File: src/rtl/rcs_pkg.sv
package rcs_pkg;

  typedef enum logic [2:0] {
    ST_POR_HOLD      = 3'd0,
    ST_CLK_CHECK     = 3'd1,
    ST_SELF_FALLBACK = 3'd2,
    ST_RST_STRETCH   = 3'd3,
    ST_RUN           = 3'd4
  } seq_state_e;

  localparam logic SEL_SELF = 1'b0;
  localparam logic SEL_OSC  = 1'b1;

endpackage

File: src/rtl/rcs_rst_filter.sv
module rcs_rst_filter #(
  parameter int MIN_LOW = 2
) (
  input  logic clk_i,
  input  logic por_i,
  input  logic pin_n_i,
  output logic req_o
);

  localparam int CW = $clog2(MIN_LOW) + 1;
  localparam logic [CW-1:0] CNT_TOP = CW'(MIN_LOW - 1);

  logic [1:0]    sync_q;
  logic [CW-1:0] low_cnt;

  always_ff @(posedge clk_i or posedge por_i) begin
    if (por_i) begin
      sync_q  <= 2'b11;
      low_cnt <= '0;
      req_o   <= 1'b0;
    end else begin
      sync_q <= {sync_q[0], pin_n_i};
      if (sync_q[1]) begin
        low_cnt <= '0;
        req_o   <= 1'b0;
      end else begin
        if (low_cnt != CNT_TOP) low_cnt <= low_cnt + 1'b1;
        if (low_cnt >= CNT_TOP) req_o <= 1'b1;
      end
    end
  end

  // an accepted request is preceded by a synchronized low level
  a_r2_req_needs_low: assert property (@(posedge clk_i) disable iff (por_i)
    $rose(req_o) |-> !$past(sync_q[1]));

endmodule

File: src/rtl/rcs_osc_monitor.sv
module rcs_osc_monitor #(
  parameter int MAX_GAP = 8
) (
  input  logic clk_i,
  input  logic por_i,
  input  logic osc_i,
  output logic edge_o,
  output logic alive_o
);

  localparam int GW = $clog2(MAX_GAP + 1);
  localparam logic [GW-1:0] GAP_TOP = GW'(MAX_GAP);

  logic [2:0]    samp_q;
  logic [GW-1:0] gap_cnt;

  always_ff @(posedge clk_i or posedge por_i) begin
    if (por_i) begin
      samp_q  <= '0;
      gap_cnt <= GAP_TOP;
    end else begin
      samp_q <= {samp_q[1:0], osc_i};
      if (edge_o)                  gap_cnt <= '0;
      else if (gap_cnt != GAP_TOP) gap_cnt <= gap_cnt + 1'b1;
    end
  end

  assign edge_o  = samp_q[1] & ~samp_q[2];
  assign alive_o = (gap_cnt < GAP_TOP);

  // an edge always revives the activity indication
  a_r6_edge_revives: assert property (@(posedge clk_i) disable iff (por_i)
    edge_o |=> alive_o);

endmodule

File: src/rtl/rcs_seq_fsm.sv
module rcs_seq_fsm
  import rcs_pkg::*;
#(
  parameter int QC_EDGES    = 4096,
  parameter int QC_TIMEOUT  = 50000,
  parameter int STRETCH_CYC = 192
) (
  input  logic       clk_i,
  input  logic       por_i,
  input  logic       rst_req_i,
  input  logic       osc_edge_i,
  input  logic       osc_alive_i,
  output seq_state_e state_o,
  output logic       clk_sel_o
);

  localparam int TW = $clog2(QC_TIMEOUT + 1);
  localparam int EW = $clog2(QC_EDGES + 1);
  localparam int SW = $clog2(STRETCH_CYC + 1);
  localparam logic [TW-1:0] TMO_LAST  = TW'(QC_TIMEOUT - 1);
  localparam logic [EW-1:0] EDGE_LAST = EW'(QC_EDGES - 1);
  localparam logic [SW-1:0] STR_LAST  = SW'(STRETCH_CYC - 1);

  logic [TW-1:0] tmo_cnt;
  logic [EW-1:0] edge_cnt;
  logic [SW-1:0] str_cnt;
  logic          skip_ok;

  assign skip_ok = (clk_sel_o == SEL_OSC) && osc_alive_i;

  always_ff @(posedge clk_i or posedge por_i) begin
    if (por_i) begin
      state_o   <= ST_POR_HOLD;
      clk_sel_o <= SEL_SELF;
      tmo_cnt   <= '0;
      edge_cnt  <= '0;
      str_cnt   <= '0;
    end else if (rst_req_i) begin
      tmo_cnt  <= '0;
      edge_cnt <= '0;
      str_cnt  <= '0;
      if (skip_ok) begin
        state_o <= ST_RST_STRETCH;
      end else begin
        state_o   <= ST_CLK_CHECK;
        clk_sel_o <= SEL_SELF;
      end
    end else begin
      unique case (state_o)
        ST_POR_HOLD: begin
          state_o <= ST_CLK_CHECK;
        end
        ST_CLK_CHECK: begin
          tmo_cnt <= tmo_cnt + 1'b1;
          if (osc_edge_i) edge_cnt <= osc_alive_i ? edge_cnt + 1'b1 : EW'(1);
          else if (!osc_alive_i) edge_cnt <= '0;
          if (osc_edge_i && osc_alive_i && edge_cnt == EDGE_LAST) begin
            clk_sel_o <= SEL_OSC;
            state_o   <= ST_RST_STRETCH;
            str_cnt   <= '0;
          end else if (tmo_cnt == TMO_LAST) begin
            state_o <= ST_SELF_FALLBACK;
          end
        end
        ST_SELF_FALLBACK: begin
          clk_sel_o <= SEL_SELF;
          str_cnt   <= '0;
          state_o   <= ST_RST_STRETCH;
        end
        ST_RST_STRETCH: begin
          if (str_cnt == STR_LAST) begin
            str_cnt <= '0;
            state_o <= ST_RUN;
          end else begin
            str_cnt <= str_cnt + 1'b1;
          end
        end
        ST_RUN: begin
          state_o <= ST_RUN;
        end
        default: state_o <= ST_POR_HOLD;
      endcase
    end
  end

  // the fallback state always leads into the stretch on the self clock
  a_r5_fallback_self: assert property (@(posedge clk_i) disable iff (por_i)
    (state_o == ST_SELF_FALLBACK && !rst_req_i) |=>
      (clk_sel_o == SEL_SELF && state_o == ST_RST_STRETCH));

  // the oscillator is selected only on an edge seen during the check
  a_r4_osc_after_edge: assert property (@(posedge clk_i) disable iff (por_i)
    $rose(clk_sel_o) |-> ($past(state_o) == ST_CLK_CHECK && $past(osc_edge_i)));

  // a held external reset parks in the stretch only with a live, selected oscillator
  a_r3_skip_needs_osc: assert property (@(posedge clk_i) disable iff (por_i)
    ($past(rst_req_i) && state_o == ST_RST_STRETCH) |->
      ($past(osc_alive_i) && $past(clk_sel_o) == SEL_OSC));

endmodule

File: src/rtl/rcs_startup_seq.sv
module rcs_startup_seq
  import rcs_pkg::*;
#(
  parameter int MIN_LOW     = 2,
  parameter int MAX_GAP     = 8,
  parameter int QC_EDGES    = 4096,
  parameter int QC_TIMEOUT  = 50000,
  parameter int STRETCH_CYC = 192
) (
  input  logic clk_i,
  input  logic por_i,
  input  logic ext_rst_n_i,
  input  logic osc_i,
  input  logic flag_clr_i,
  output logic sys_rst_o,
  output logic clk_sel_o,
  output logic por_flag_o
);

  logic       rst_req;
  logic       osc_edge;
  logic       osc_alive;
  seq_state_e state;

  rcs_rst_filter #(.MIN_LOW(MIN_LOW)) u_filter (
    .clk_i   (clk_i),
    .por_i   (por_i),
    .pin_n_i (ext_rst_n_i),
    .req_o   (rst_req)
  );

  rcs_osc_monitor #(.MAX_GAP(MAX_GAP)) u_osc_mon (
    .clk_i   (clk_i),
    .por_i   (por_i),
    .osc_i   (osc_i),
    .edge_o  (osc_edge),
    .alive_o (osc_alive)
  );

  rcs_seq_fsm #(
    .QC_EDGES    (QC_EDGES),
    .QC_TIMEOUT  (QC_TIMEOUT),
    .STRETCH_CYC (STRETCH_CYC)
  ) u_fsm (
    .clk_i       (clk_i),
    .por_i       (por_i),
    .rst_req_i   (rst_req),
    .osc_edge_i  (osc_edge),
    .osc_alive_i (osc_alive),
    .state_o     (state),
    .clk_sel_o   (clk_sel_o)
  );

  assign sys_rst_o = (state != ST_RUN);

  // Sticky flag: power-on is the asynchronous set and so beats a clear
  always_ff @(posedge clk_i or posedge por_i) begin
    if (por_i)           por_flag_o <= 1'b1;
    else if (flag_clr_i) por_flag_o <= 1'b0;
  end

  // an accepted external request keeps the system in reset
  a_r2_req_holds_reset: assert property (@(posedge clk_i) disable iff (por_i)
    rst_req |=> sys_rst_o);

  // nothing but power-on can set the flag
  a_r8_flag_no_set: assert property (@(posedge clk_i) disable iff (por_i)
    !$rose(por_flag_o));

  // clock selection holds still while the system runs
  a_r9_sel_stable_run: assert property (@(posedge clk_i) disable iff (por_i)
    (!sys_rst_o && !$past(sys_rst_o)) |-> $stable(clk_sel_o));

endmodule

File: config.mk
export PLATFORM = sky130hd
export DESIGN_NAME = rcs_startup_seq
export DESIGN_NICKNAME = d
export VERILOG_FILES = /design/src/rtl/rcs_pkg.sv /design/src/rtl/rcs_rst_filter.sv /design/src/rtl/rcs_osc_monitor.sv /design/src/rtl/rcs_seq_fsm.sv /design/src/rtl/rcs_startup_seq.sv
export SDC_FILE = /design/constraint.sdc
export NUM_CORES = 1
export LEC_CHECK = 0
export BUFFER_PORTS_ARGS = -buffer_cell sky130_fd_sc_hd__clkbuf_2
export CORE_MARGIN = 2
export CORE_UTILIZATION = 35
export CTS_CLUSTER_SIZE = 24
export DETAILED_ROUTE_END_ITERATION = 12
export SYNTH_ARGS = -nofsm -noshare
export SYNTH_HDL_FRONTEND = slang
export SYNTH_SLANG_ARGS = --single-unit
File: constraint.sdc
create_clock -name clk_i -period 2.61 [get_ports clk_i]
set_input_delay 0.1305 -clock clk_i [delete_from_list [all_inputs] [get_ports clk_i]]
set_output_delay 0.1305 -clock clk_i [all_outputs]
set_load 0.01 [all_outputs]
# == Word-level counts from Yosys, hierarchy flattened ==
# Cells that the tools add are included.
# word_totals
register_bits,54
in_bits,5
output_inout_bits,3
elab_cells,76
# op_classes
n_addsub,5
n_lt_le_gt_ge,2
eq_ne,15
n_mux,27
n_bitwise,2
n_reduce_logical,14
# ops
operator,count
2-to-1 mux 13 bit,5
2-to-1 mux 16 bit,2
2-to-1 mux 8 bit,3
case mux 8 bit (3 select lines),1
adder 16 x 1 -> 16 bit (second input constant),1
== test 16 bit (second input constant),1
case mux 3 bit (5 select lines),1
adder 13 x 1 -> 13 bit (second input constant),1
== test 13 x 12 -> 1 bit (second input constant),1
2-to-1 mux 3 bit,4
!= test 3 x 2 -> 1 bit (second input constant),3
adder 8 x 1 -> 8 bit (second input constant),1
== test 8 bit (second input constant),1
2-to-1 mux 4 bit,2
nonzero test 2 bit,4
== test 3 x 2 -> 1 bit (second input constant),2
2-to-1 mux 2 bit,3
AND reduction 2 bit,3
2-to-1 mux 1 bit,5
adder 4 x 1 -> 4 bit (second input constant),1
< comparator 4 bit (second input constant),1
!= test 4 x 2 -> 1 bit (second input constant),1
!= test 4 bit (second input constant),1
nonzero test 4 bit,1
other kinds (14),16

# == Depth between registers and ports, before layout ==
# Gate-level depths: netlist of run 1.
# logic_depth
depth_word,7
ltp_mapped,7
ltp_nobuf,6

# == Modules after synthesis ==
# Synthesis of run 1 repeated with hierarchy kept, for this count alone.
# unflattened
hier_cells,288
hier_area_um2,2864.0
# by_module_without_submodules
module,instances,cells_per_inst,area_per_inst_um2,seq_area_each_um2
rcs_seq_fsm,1,242,2311.0,1026.0
rcs_osc_monitor,1,26,309.0,176.4
rcs_rst_filter,1,16,198.9,127.6
rcs_startup_seq,1,4,45.0,26.3

# == Least setup slack after synthesis of run 1 ==
# Ideal clock, no wire load.
# synth_timing
kind,register to register
start,register u_osc_mon.gap_cnt[3]
end,register u_fsm.str_cnt[1]
setup_time_ns,0.121
arrival_time_ns,1.731
t_required_ns,2.489
setup_slack_ns,0.758
path_stages_with_launch,6
n_path_buf,1
period_less_slack_ns,1.852
path_cell_list,dfstp_2 > buf_6 > or4b_4 > nor4_4 > o21ai_2 > a22o_1
# synth_between
elab_chain_cells,5
# synth_rtl
element,line,text
"start, declared",rcs_osc_monitor.sv:15,logic [GW-1:0] gap_cnt;
"start signal, assigned",rcs_osc_monitor.sv:24,else if (gap_cnt != GAP_TOP) gap_cnt <= gap_cnt + 1'b1;
< comparator 4 bit,rcs_osc_monitor.sv:29,assign alive_o = (gap_cnt < GAP_TOP);
logical AND 1 bit (2 in a row),rcs_seq_fsm.sv:57,if (osc_edge_i && osc_alive_i && edge_cnt == EDGE_LAST) begin
!= test 3 x 2 -> 1 bit (no line),n/a,
AND reduction 2 bit (no line),n/a,
"end signal, assigned",rcs_seq_fsm.sv:75,str_cnt <= str_cnt + 1'b1;
"end, declared",rcs_seq_fsm.sv:26,logic [SW-1:0] str_cnt;
# Every way passes these cells.
# A chain may end at the register's enable or synchronous reset.

# == Final worst setup path of run 1 ==
# layout_timing
start,register u_fsm.state_o[1]
end,register u_fsm.edge_cnt[12]
# layout_between
elab_chain_cells,3
# layout_rtl
element,line,text
"start, declared",rcs_seq_fsm.sv:13,"output seq_state_e state_o,"
"start signal, assigned",rcs_seq_fsm.sv:33,state_o <= ST_POR_HOLD;
"start signal, assigned",rcs_seq_fsm.sv:43,state_o <= ST_RST_STRETCH;
"start signal, assigned",rcs_seq_fsm.sv:45,state_o <= ST_CLK_CHECK;
== test 3 x 1 -> 1 bit,rcs_seq_fsm.sv:49,unique case (state_o)
nonzero test 2 bit (no line),n/a,
AND reduction 2 bit (no line),n/a,
"end signal, assigned",rcs_seq_fsm.sv:55,if (osc_edge_i) edge_cnt <= osc_alive_i ? edge_cnt + 1'b1 : EW'(1);
"end, declared",rcs_seq_fsm.sv:25,logic [EW-1:0] edge_cnt;
# Every way passes these cells.

==> results of run 1 <==
## synth_stat cells (all sizes together), types with 2 or more instances
| library cell | instances | area [um^2] |
|---|---|---|
| nor2b | 3 | 18.8 |
| dfrtp | 50 | 1250 |
| xnor2 | 8 | 70.1 |
| buf | 3 | 20.0 |
| clkbuf | 5 | 18.8 |
| xor2 | 21 | 184 |
| inv | 7 | 26.3 |
| nor3 | 5 | 30.0 |
| nand3 | 14 | 70.1 |
| nand4 | 6 | 37.5 |
| and2 | 4 | 25.0 |
| a21oi | 7 | 35.0 |
| nor2 | 43 | 161 |
| dfstp | 4 | 105 |
| a22oi | 2 | 15.0 |
| ha | 7 | 87.6 |
| o21ai | 21 | 109 |
| and4 | 2 | 17.5 |
| o31ai | 2 | 15.0 |
| o2111ai | 5 | 43.8 |
| nand4b | 2 | 17.5 |
| or3 | 2 | 12.5 |
| nand2b | 2 | 12.5 |
| nand2 | 27 | 101 |
| and3 | 3 | 18.8 |
## kinds of logic (layout without fill, tap and decap cells)
family / Yosys count / in the layout
AND/OR/NAND/NOR: 121 / 121
flip-flops: 54 / 54
buffers and inverters: 15 / 30
adder cells (fa/ha/maj): 7 / 7
XOR/XNOR: 29 / 29
multiplexers: 2 / 2
AO/OA/AOI/OAI: 45 / 45
## per-stage QoR
step                cells  hold slack [ns]  area [um^2]  power (mW)  utilization
finish                387            0.342         2970        2.32        0.405
global route          387            0.368         2970        2.50        0.405
CTS                   387            0.350         2970        2.35        0.405
detailed placement    375            0.141         2830        1.84        0.386
global placement      375            0.128         2830        1.83        0.386
floorplan             273            0.135         2680        1.67            -
## state kept, by name, summed over array words and instances (netlist names)
name               flops
u_filter.sync_q        2
u_fsm.tmo_cnt         16
u_fsm.state_o          3
u_filter.req_o         1
por_flag_o             1
u_osc_mon.samp_q       3
u_filter.low_cnt       2
u_fsm.clk_sel_o        1
u_osc_mon.gap_cnt      4
u_fsm.edge_cnt        13
u_fsm.str_cnt          8
## worst register-to-register path, stage by stage (launching register included)
cell	delay [ns]
dfrtp_1	0.47
nor3b_1	0.33
o21a_1	0.32
o2111ai_1	0.24
or3_1	0.37
a21oi_1	0.15
## layer usage
layer / GRT usage / vias to the layer above / share of wire
met5: 0 / - / 0
met4: 0.0530 / 0 / 0.019
met2: 0.202 / 14 / 0.46
met3: 0.0274 / 8 / 0.021
li1: - / 970 / -
met1: 0.161 / 888 / 0.50
## where the power goes
| group | internal, mW | switching [mW] |
|---|---|---|
| sequential | 0.959 | 0.152 |
| combinational | 0.274 | 0.439 |
| clock | 0.219 | 0.276 |
| total | 1.45 | 0.868 |
## layout make-up
cell class	instances	area, um^2	share of cell area
Sequential cell	54	1360	0.457
Multi-Input combinational cell	204	1260	0.424
Tap cell	99	124	0.0417
Timing Repair Buffer	15	105	0.0354
Clock buffer	6	82.6	0.0278
Inverter	7	26.3	0.00885
Clock inverter	2	17.5	0.00590
## path summary, 6_finish.rpt
path | startpoint | end | slack [ns] | depth (start not counted)
hold / removal | por_i | u_fsm.tmo_cnt[5] | 0.34 | 3
min in group clk_i | u_filter.sync_q[0] | u_filter.sync_q[1] | 0.36 | 0
setup / recovery | u_fsm.state_o[1] | u_fsm.edge_cnt[12] | 0.66 | 5
setup reg to reg | u_fsm.state_o[1] | u_fsm.edge_cnt[12] | 0.66 | 5
max in group asynchronous | por_i | u_osc_mon.gap_cnt[3] | 1.46 | 4
hold reg to reg | u_filter.sync_q[0] | u_filter.sync_q[1] | 0.36 | 0
==> impl_metrics.csv, run 1 <==
group,metric,value,unit
run_status,status,"finished clean",
cts,insertion_delay,0.31,ns
cts,cts.clk_slew.worst_paths,0.10,ns
routing,post_drt_wl_per_cell,12.4,um
setup_path,path_cells,"nor3b_1 -> o21a_1 -> o2111ai_1 -> or3_1 -> a21oi_1",
cts,hold_buffers,4,
synthesis,synth_seq_area_share,0.506,
power,ir_drop,0.266,mV
routing,drt_iter0_markers,90,
global_routing,grt_pass1_wl,8.46,mm
global_routing,grt_antenna_before_repair,0,
setup_path,cp-start-kind,"flop",
cts,htreeDepth,2,
cts,cts.sinks,54,
timing,rsz0062_at_grt,"no",
timing,fin_setup_tns,0,ns
timing,fin_crit_sh,0.746,
layout,layout-drive-gt1-share,0.104,
synthesis,async_reset_ff_frac,1.00,
timing,tightest_slew,0.616,ns
synthesis,synth_fa_ha_area_frac,0.0327,
timing,min_period,1.95,ns
global_routing,gr-total-overflow,0,
routing,via_count,1880,
timing,hold_viol,0,
setup_path,path_delay_family,"compound AO/OA/AOI/OAI gates",
layout,area_growth,10.8,%
synthesis,synth_xor_xnor_area_share,0.0948,
setup_path,cpMaxStageDelayCell,"dfrtp_1",
floorplanning,boundaryPins,8,
worst_hold_path,hold_class,"in -> async",
layout,fin_nets,299,
layout,antenna_cells,0,
placed_design,io_buffer_count,7,
timing,fin_skew,0.00627,ns
synthesis,synth.distinct_cells,48,
layout,fillers,740,
timing,finalSetupViolCount,0,
floorplanning,die_x,91.5,um
cts,cts_tree,"done",
setup_path,cp.required,2.85,ns
cts,postCtsSetupBuffers,0,
placed_design,gp_congestion,0.773,
timing,finalWorstSetupSlack,0.662,ns
routing,routed_wl,4.80,mm
placed_design,pre_cts_slack,0.673,ns
synthesis,synth_compound_area_frac,0.104,
floorplanning,rows,31,
synthesis,synth_ff_type,"dfrtp_1",
power,p_leak,1.29,nW
global_routing,grt_usage,0.125,
timing,fmax,513,MHz
floorplanning,dieArea,0.00837,mm^2
cts,cts_resized,0,
power,powerDensity,781,mW/mm^2
job,cap_violations,0,
cts,cts.path.max_buffers,2,
synthesis,syn-cell-area,0.00268,mm^2
setup_path,path_class,"reg -> reg",
setup_path,critical_path_arrival,2.18,ns
synthesis,synth-edff-count,0,
layout,layout_common_cells,"dfrtp_1 (50), nor2_1 (43), nand2_1 (27)",
synthesis,yosys_warnings,0,
setup_path,max_stage_delay,0.47,ns
routing,antenna_left,0,
placed_design,dpl.hpwl,3.32,mm
floorplanning,start_util,0.365,
synthesis,synth_nets,285,
cts,numCtsBuffers,5,
routing,drc,0,
timing,finalMaxSlewViolations,0,
setup_path,endpoint_kind,"flop",
global_routing,grt_pass1_vias,1821,
synthesis,syn_avg_cell_area,9.81,um^2
layout,layout_commonest_cell,"dfrtp_1",
synthesis,synth-simple-area-share,0.230,
global_routing,grt_max_degree,36,
timing,relSlewSlack,0.587,
floorplanning,core,0.00733,mm^2
routing,via_per_inst,4.86,
setup_path,crit_path_max_fanout,8,
synthesis,syn_inst,273,
routing,drt_first_pass_iters,4,
synthesis,synth_top_family_by_area,"simple AND/OR/NAND/NOR gates",
cts,root_buffer,"clkbuf_8",
floorplanning,die_y,91.5,um
synthesis,ys_ff_latch,54,
synthesis,muxShareOfSynthArea,0.00794,
setup_path,path_buf_inv,0,
Note: power is estimated with default switching activity, not from simulation.
==> inputs of run 2 (changes only) <==
ABC_AREA = 1   (was unset)
clock period = 1.6 ns   (was 2.61 ns; I/O delays follow)
==> impl_metrics.csv, run 2 <==
group,metric,value,unit
floorplanning,dieArea,0.00928,mm^2
synthesis,synth_ff_type,"dfrtp_1",
synthesis,yosys.area.top_type_share,0.419,
timing,tightest_slew,0.392,ns
timing,rsz0062_at_grt,"yes",
setup_path,r2r-end,"u_fsm.tmo_cnt[7]",
power,p_leak,1.59,nW
timing,relSlewSlack,0.739,
synthesis,syn_inst,393,
global_routing,grt_pass1_vias,2446,
layout,area_growth,14.7,%
setup_path,path_class,"reg -> reg",
layout,largest_reg_flops,16,
setup_path,r2r_cells,5,
synthesis,yosysMostFrequentCell,"nand2_1",
global_routing,grt_max_degree,41,
synthesis,synth_seq_area_share,0.455,
routing,via_per_inst,4.94,
timing,fin_crit_sh,0.945,
job,cap_violations,0,
floorplanning,die_x,96.3,um
layout,final_area,0.00342,mm^2
routing,antenna_left,0,
routing,routed_wl,6.29,mm
global_routing,grt_usage,0.153,
placed_design,dpl_cell_area,0.00322,mm^2
synthesis,synthTopCellsByCount,"nand2_1 (91), inv_1 (55), dfrtp_1 (50)",
layout,largestRegisters,"u_fsm.tmo_cnt (16), u_fsm.edge_cnt (13), u_fsm.str_cnt (8)",
timing,fmax,661,MHz
timing,fin_skew,0.00970,ns
floorplanning,boundaryPins,8,
layout,regMostFlops,"u_fsm.tmo_cnt",
floorplanning,die_y,96.3,um
layout,antenna_cells,0,
cts,cts.path.max_buffers,2,
timing,finalMaxSlewViolations,0,
routing,drt_first_pass_iters,4,
cts,cts.sinks,54,
setup_path,endpoint_kind,"flop",
synthesis,synth-edff-count,0,
run_status,status,"finished clean",
power,ir_drop,0.524,mV
layout,layout_common_cells,"nand2_1 (90), inv_1 (54), dfrtp_1 (49)",
floorplanning,core,0.00826,mm^2
cts,cts.clk_slew.worst_paths,0.10,ns
routing,drc,0,
cts,root_buffer,"clkbuf_8",
placed_design,io_buffer_count,7,
routing,drt_iter0_markers,125,
setup_path,cp-start-kind,"flop",
synthesis,ys_top_cells_by_area,"dfrtp_1 (42%), nand2_1 (11%), nand3_1 (7.2%), inv_1 (6.9%), nor2_1 (5.8%)",
synthesis,syn_avg_cell_area,7.59,um^2
setup_path,critical_path_arrival,1.72,ns
layout,layout_commonest_cell,"nand2_1",
synthesis,synth_nets,405,
global_routing,gr-total-overflow,0,
setup_path,rr_startpoint,"u_fsm.state_o[1]",
power,powerDensity,1240,mW/mm^2
synthesis,async_reset_ff_frac,1.00,
cts,insertion_delay,0.31,ns
placed_design,gp_congestion,0.871,
setup_path,cp.required,1.81,ns
timing,finalSetupViolCount,0,
setup_path,reg2reg_slack,0.09,ns
floorplanning,rows,33,
worst_hold_path,hold_class,"in -> async",
placed_design,dpl.hpwl,4.61,mm
global_routing,grt_pass1_wl,11.2,mm
synthesis,synth.distinct_cells,32,
floorplanning,start_util,0.361,
global_routing,grt_antenna_before_repair,0,
routing,via_count,2592,
cts,cts_tree,"done",
synthesis,syn-cell-area,0.00298,mm^2
timing,fin_hold_ws,0.267,ns
routing,post_drt_wl_per_cell,12.0,um
cts,numCtsBuffers,5,
synthesis,ys_ff_latch,54,
setup_path,crit_path_max_fanout,10,
layout,fin_nets,431,
layout,layout-drive-gt1-share,0.152,
cts,htreeDepth,2,
timing,min_period,1.51,ns
synthesis,yosys_warnings,0,
timing,hold_viol,0,
synthesis,synth.largest_area_cell,"dfrtp_1",
## run 2: cell count changes after synthesis, sizes merged, moves of 5 or more
cell | before | now
xor2 | 21 | 2
nor2 | 43 | 54
nand4 | 6 | 15
xnor2 | 8 | 1
inv | 7 | 57
nand3 | 14 | 44
a21oi | 7 | 19
nand2 | 27 | 98
o21ai | 21 | 26
## run 2: layout make-up
class / instances / area [um^2]
repair buffers: 22 / 170
clock inverters: 1 / 5.00
multi-input cells: 279 / 1460
flip-flops and latches: 54 / 1360
inverters: 57 / 214
clock buffers: 7 / 86.3
fillers: 855 / 4840
well taps: 105 / 131
## run 2: cell families (layout without fill, tap and decap cells)
| logic type | Yosys count | count (layout) | share of synthesized area |
|---|---|---|---|
| and+or+nand+nor | 218 | 218 | 0.339 |
| buffers and inverters | 60 | 87 | 0.0763 |
| DFF | 54 | 54 | 0.455 |
| AOI/OAI and AO/OA | 51 | 51 | 0.0922 |
| adders and majority gates | 7 | 7 | 0.0293 |
| xor gates and xnor gates | 3 | 3 | 0.00881 |
## run 2: report_power, final
part	internal (mW)	switching, mW
Clock	0.351	0.454
Sequential	1.57	0.206
Combinational	0.557	1.09
Total	2.48	1.75
## run 2: layer usage
layer / global-route usage / routed length, um
met4: 0.0540 / 99
met5: 0 / 0
met1: 0.207 / 3080
met2: 0.245 / 2920
met3: 0.0266 / 194
## run 2: critical path, stage by stage (launching register included)
cell,delay (ns)
dfrtp_1,0.46
nor2_2,0.21
nand2_4,0.16
nor3b_2,0.25
nand3_1,0.14
o21a_1,0.20
## run 2: stage by stage
step           total power [mW]  cells  utilization  TNS [ns]  setup WS, ns
2_1_floorplan              2.94    393            -         0         0.212
3_3_place_gp               3.34    511        0.390         0        0.0323
3_5_place_dp               3.37    511        0.390         0        0.0185
4_1_cts                    4.20    523        0.405         0       0.00417
5_1_grt                    4.58    525        0.414    -0.154       -0.0628
6_report                   4.23    525        0.414         0        0.0874
## run 2: worst max path at each step
stage | startpoint | endpoint | slack (ns) | cells past startpoint
2_1_floorplan | por_i | u_filter.low_cnt[0] | 0.21 | 1
3_3_place_gp | u_fsm.edge_cnt[0] | u_fsm.str_cnt[0] | 0.03 | 8
3_5_place_dp | u_fsm.edge_cnt[0] | u_fsm.str_cnt[0] | 0.02 | 8
4_1_cts | u_fsm.edge_cnt[0] | u_fsm.str_cnt[0] | 0.004 | 8
5_1_grt | u_fsm.state_o[1] | u_fsm.edge_cnt[11] | -0.06 | 8
6_report | u_fsm.state_o[1] | u_fsm.tmo_cnt[7] | 0.09 | 5
## run 2: repair_timing
item / in CTS / in global routing
hold buffers: 4 / 0
setup endpoints to repair: 0 / 21
resized for setup: 0 / 15
endpoints found under the hold margin: 14 / 0
setup buffers: 0 / 2
==> inputs of run 3 (changes only) <==
ABC_AREA = unset   (was 1)
==> impl_metrics.csv, run 3 (same netlist as run 1, synthesis figures left out) <==
group,metric,value,unit
timing,relSlewSlack,0.687,
power,ir_drop,0.449,mV
timing,fmax,589,MHz
global_routing,grt_pass1_wl,9.38,mm
routing,antenna_left,0,
setup_path,rr_startpoint,"u_osc_mon.samp_q[2]",
timing,finalSetupViolCount,14,
cts,htreeDepth,2,
timing,fin_skew,0.00697,ns
layout,layout_commonest_cell,"dfrtp_1",
placed_design,io_buffer_count,7,
setup_path,path_cells,"or4b_4 -> nor4_4 -> buf_4 -> o21ai_4 -> o21ai_2 -> o41ai_2",
routing,routed_wl,5.23,mm
floorplanning,die_y,91.5,um
timing,min_period,1.70,ns
setup_path,cp.required,1.79,ns
worst_hold_path,hold_class,"in -> async",
timing,finalWorstSetupSlack,-0.0983,ns
placed_design,gp_congestion,0.806,
job,cap_violations,0,
layout,largest_reg_flops,16,
run_status,violations,"setup timing",
layout,final_area,0.00337,mm^2
timing,fin_crit_sh,1.06,
layout,largestRegisters,"u_fsm.tmo_cnt (16), u_fsm.edge_cnt (13), u_fsm.str_cnt (8)",
cts,cts.clk_slew.worst_paths,0.10,ns
global_routing,gr-total-overflow,0,
setup_path,cp-start-kind,"flop",
placed_design,dpl.hpwl,3.82,mm
layout,fin_util,0.459,
layout,antenna_cells,0,
floorplanning,core,0.00733,mm^2
setup_path,max_stage_delay,0.55,ns
timing,hold_viol,0,
setup_path,path_class,"reg -> reg",
setup_path,endpoint_kind,"flop",
run_status,status,"complete, but fails checks",
layout,fillers,678,
layout,fin_nets,334,
layout,layout_common_cells,"dfrtp_1 (50), nor2_1 (42), buf_4 (36)",
power,p_leak,1.50,nW
layout,regMostFlops,"u_fsm.tmo_cnt",
global_routing,grt_pass1_vias,2073,
timing,finalMaxSlewViolations,0,
timing,rsz0062_at_grt,"yes",
setup_path,r2r-end,"u_fsm.str_cnt[6]",
floorplanning,boundaryPins,8,
routing,via_per_inst,4.88,
power,powerDensity,1260,mW/mm^2
floorplanning,rows,31,
setup_path,r2r_cells,6,
routing,via_count,2058,
cts,cts.path.max_buffers,2,
setup_path,reg2reg_slack,-0.1,ns
cts,cts.sinks,54,
layout,area_growth,25.6,%
global_routing,grt_max_degree,32,
cts,insertion_delay,0.30,ns
floorplanning,dieArea,0.00837,mm^2
floorplanning,start_util,0.365,
routing,post_drt_wl_per_cell,12.4,um
global_routing,grt_antenna_before_repair,0,
routing,drt_first_pass_iters,4,
routing,drc,0,
routing,drt_iter0_markers,55,
placed_design,dp_cells,406,
cts,numCtsBuffers,5,
layout,layout-drive-gt1-share,0.263,
cts,cts_tree,"done",
setup_path,crit_path_max_fanout,8,
cts,root_buffer,"clkbuf_8",
timing,tightest_slew,0.468,ns
layout,fin_cells,422,
setup_path,critical_path_arrival,1.89,ns
setup_path,cpMaxStageDelayCell,"or4b_4",
global_routing,grt_usage,0.135,
floorplanning,die_x,91.5,um
placed_design,dpl_cell_area,0.00310,mm^2
power,power.total,4.25,mW
==> run 3: changes by cell type in the layout (fill, tap and decap cells not counted), sizes merged, moves of 5 or more <==
cell	before	now
buf	11	39
inv	57	8
a21oi	19	7
nand3	44	14
nand2	98	27
nor2	54	43
xor2	2	21
o21ai	26	21
xnor2	1	8
nand4	15	6
==> run 3: critical path: cells and delay by family (launching register included) <==
kind,cells,cell delay (ns)
simple gates,2,0.70
flops,1,0.39
compound gates,3,0.32
buf+inv,1,0.18
==> run 3: final cells by class <==
class,count,area [um^2],share of cell area
clock inverters,2,16.3,0.00483
flip-flops and latches,54,1360,0.403
inverters,7,26.3,0.00781
multi-input cells,204,1370,0.408
clock buffers,6,82.6,0.0245
well taps,99,124,0.0368
repair buffers,50,388,0.115
==> run 3: what timing repair did <==
item,in CTS,in global routing
pin swaps,2,10
endpoints found under the hold margin,22,0
buffers inserted,1,3
setup endpoints to repair,12,30
resized for setup,2,19
hold buffers,4,0
==> run 3: power by group <==
part | leakage (nW) | internal (mW) | switching, mW | total (mW)
logic | 0.736 | 0.760 | 0.960 | 1.72
registers | 0.716 | 1.56 | 0.163 | 1.73
clock network | 0.0478 | 0.357 | 0.444 | 0.801
total | 1.50 | 2.68 | 1.57 | 4.25
==> run 3: how the worst max path moves through the flow <==
stage | endpoint | cells past startpoint | slack [ns] | start
after global routing | u_fsm.str_cnt[6] | 6 | -0.17 | u_osc_mon.samp_q[2]
after CTS | u_fsm.str_cnt[6] | 6 | -0.09 | u_osc_mon.samp_q[2]
after floorplan | u_fsm.str_cnt[1] | 5 | -0.09 | u_osc_mon.gap_cnt[3]
after global placement | u_fsm.str_cnt[7] | 5 | -0.08 | u_osc_mon.samp_q[2]
after detailed placement | u_fsm.str_cnt[6] | 5 | -0.14 | u_osc_mon.samp_q[2]
final | u_fsm.str_cnt[6] | 6 | -0.1 | u_osc_mon.samp_q[2]
==> run 3: stage by stage <==
step                      setup TNS (ns)  worst slack (ns)  hold WS (ns)
final                             -0.710           -0.0983         0.316
after global routing               -1.76            -0.169         0.366
after CTS                         -0.580           -0.0945         0.320
after global placement            -0.483           -0.0802         0.103
after detailed placement          -0.914            -0.135         0.112
after floorplan                   -0.593           -0.0911        0.0845
==> run 3: layer usage <==
layer  GRT usage  part of all wire  vias to the layer above
met2       0.225              0.48                       11
met4      0.0429             0.012                        0
met1       0.179              0.49                     1001
met5           0                 0                        -
met3      0.0216             0.015                        4
li1            -                 -                     1042
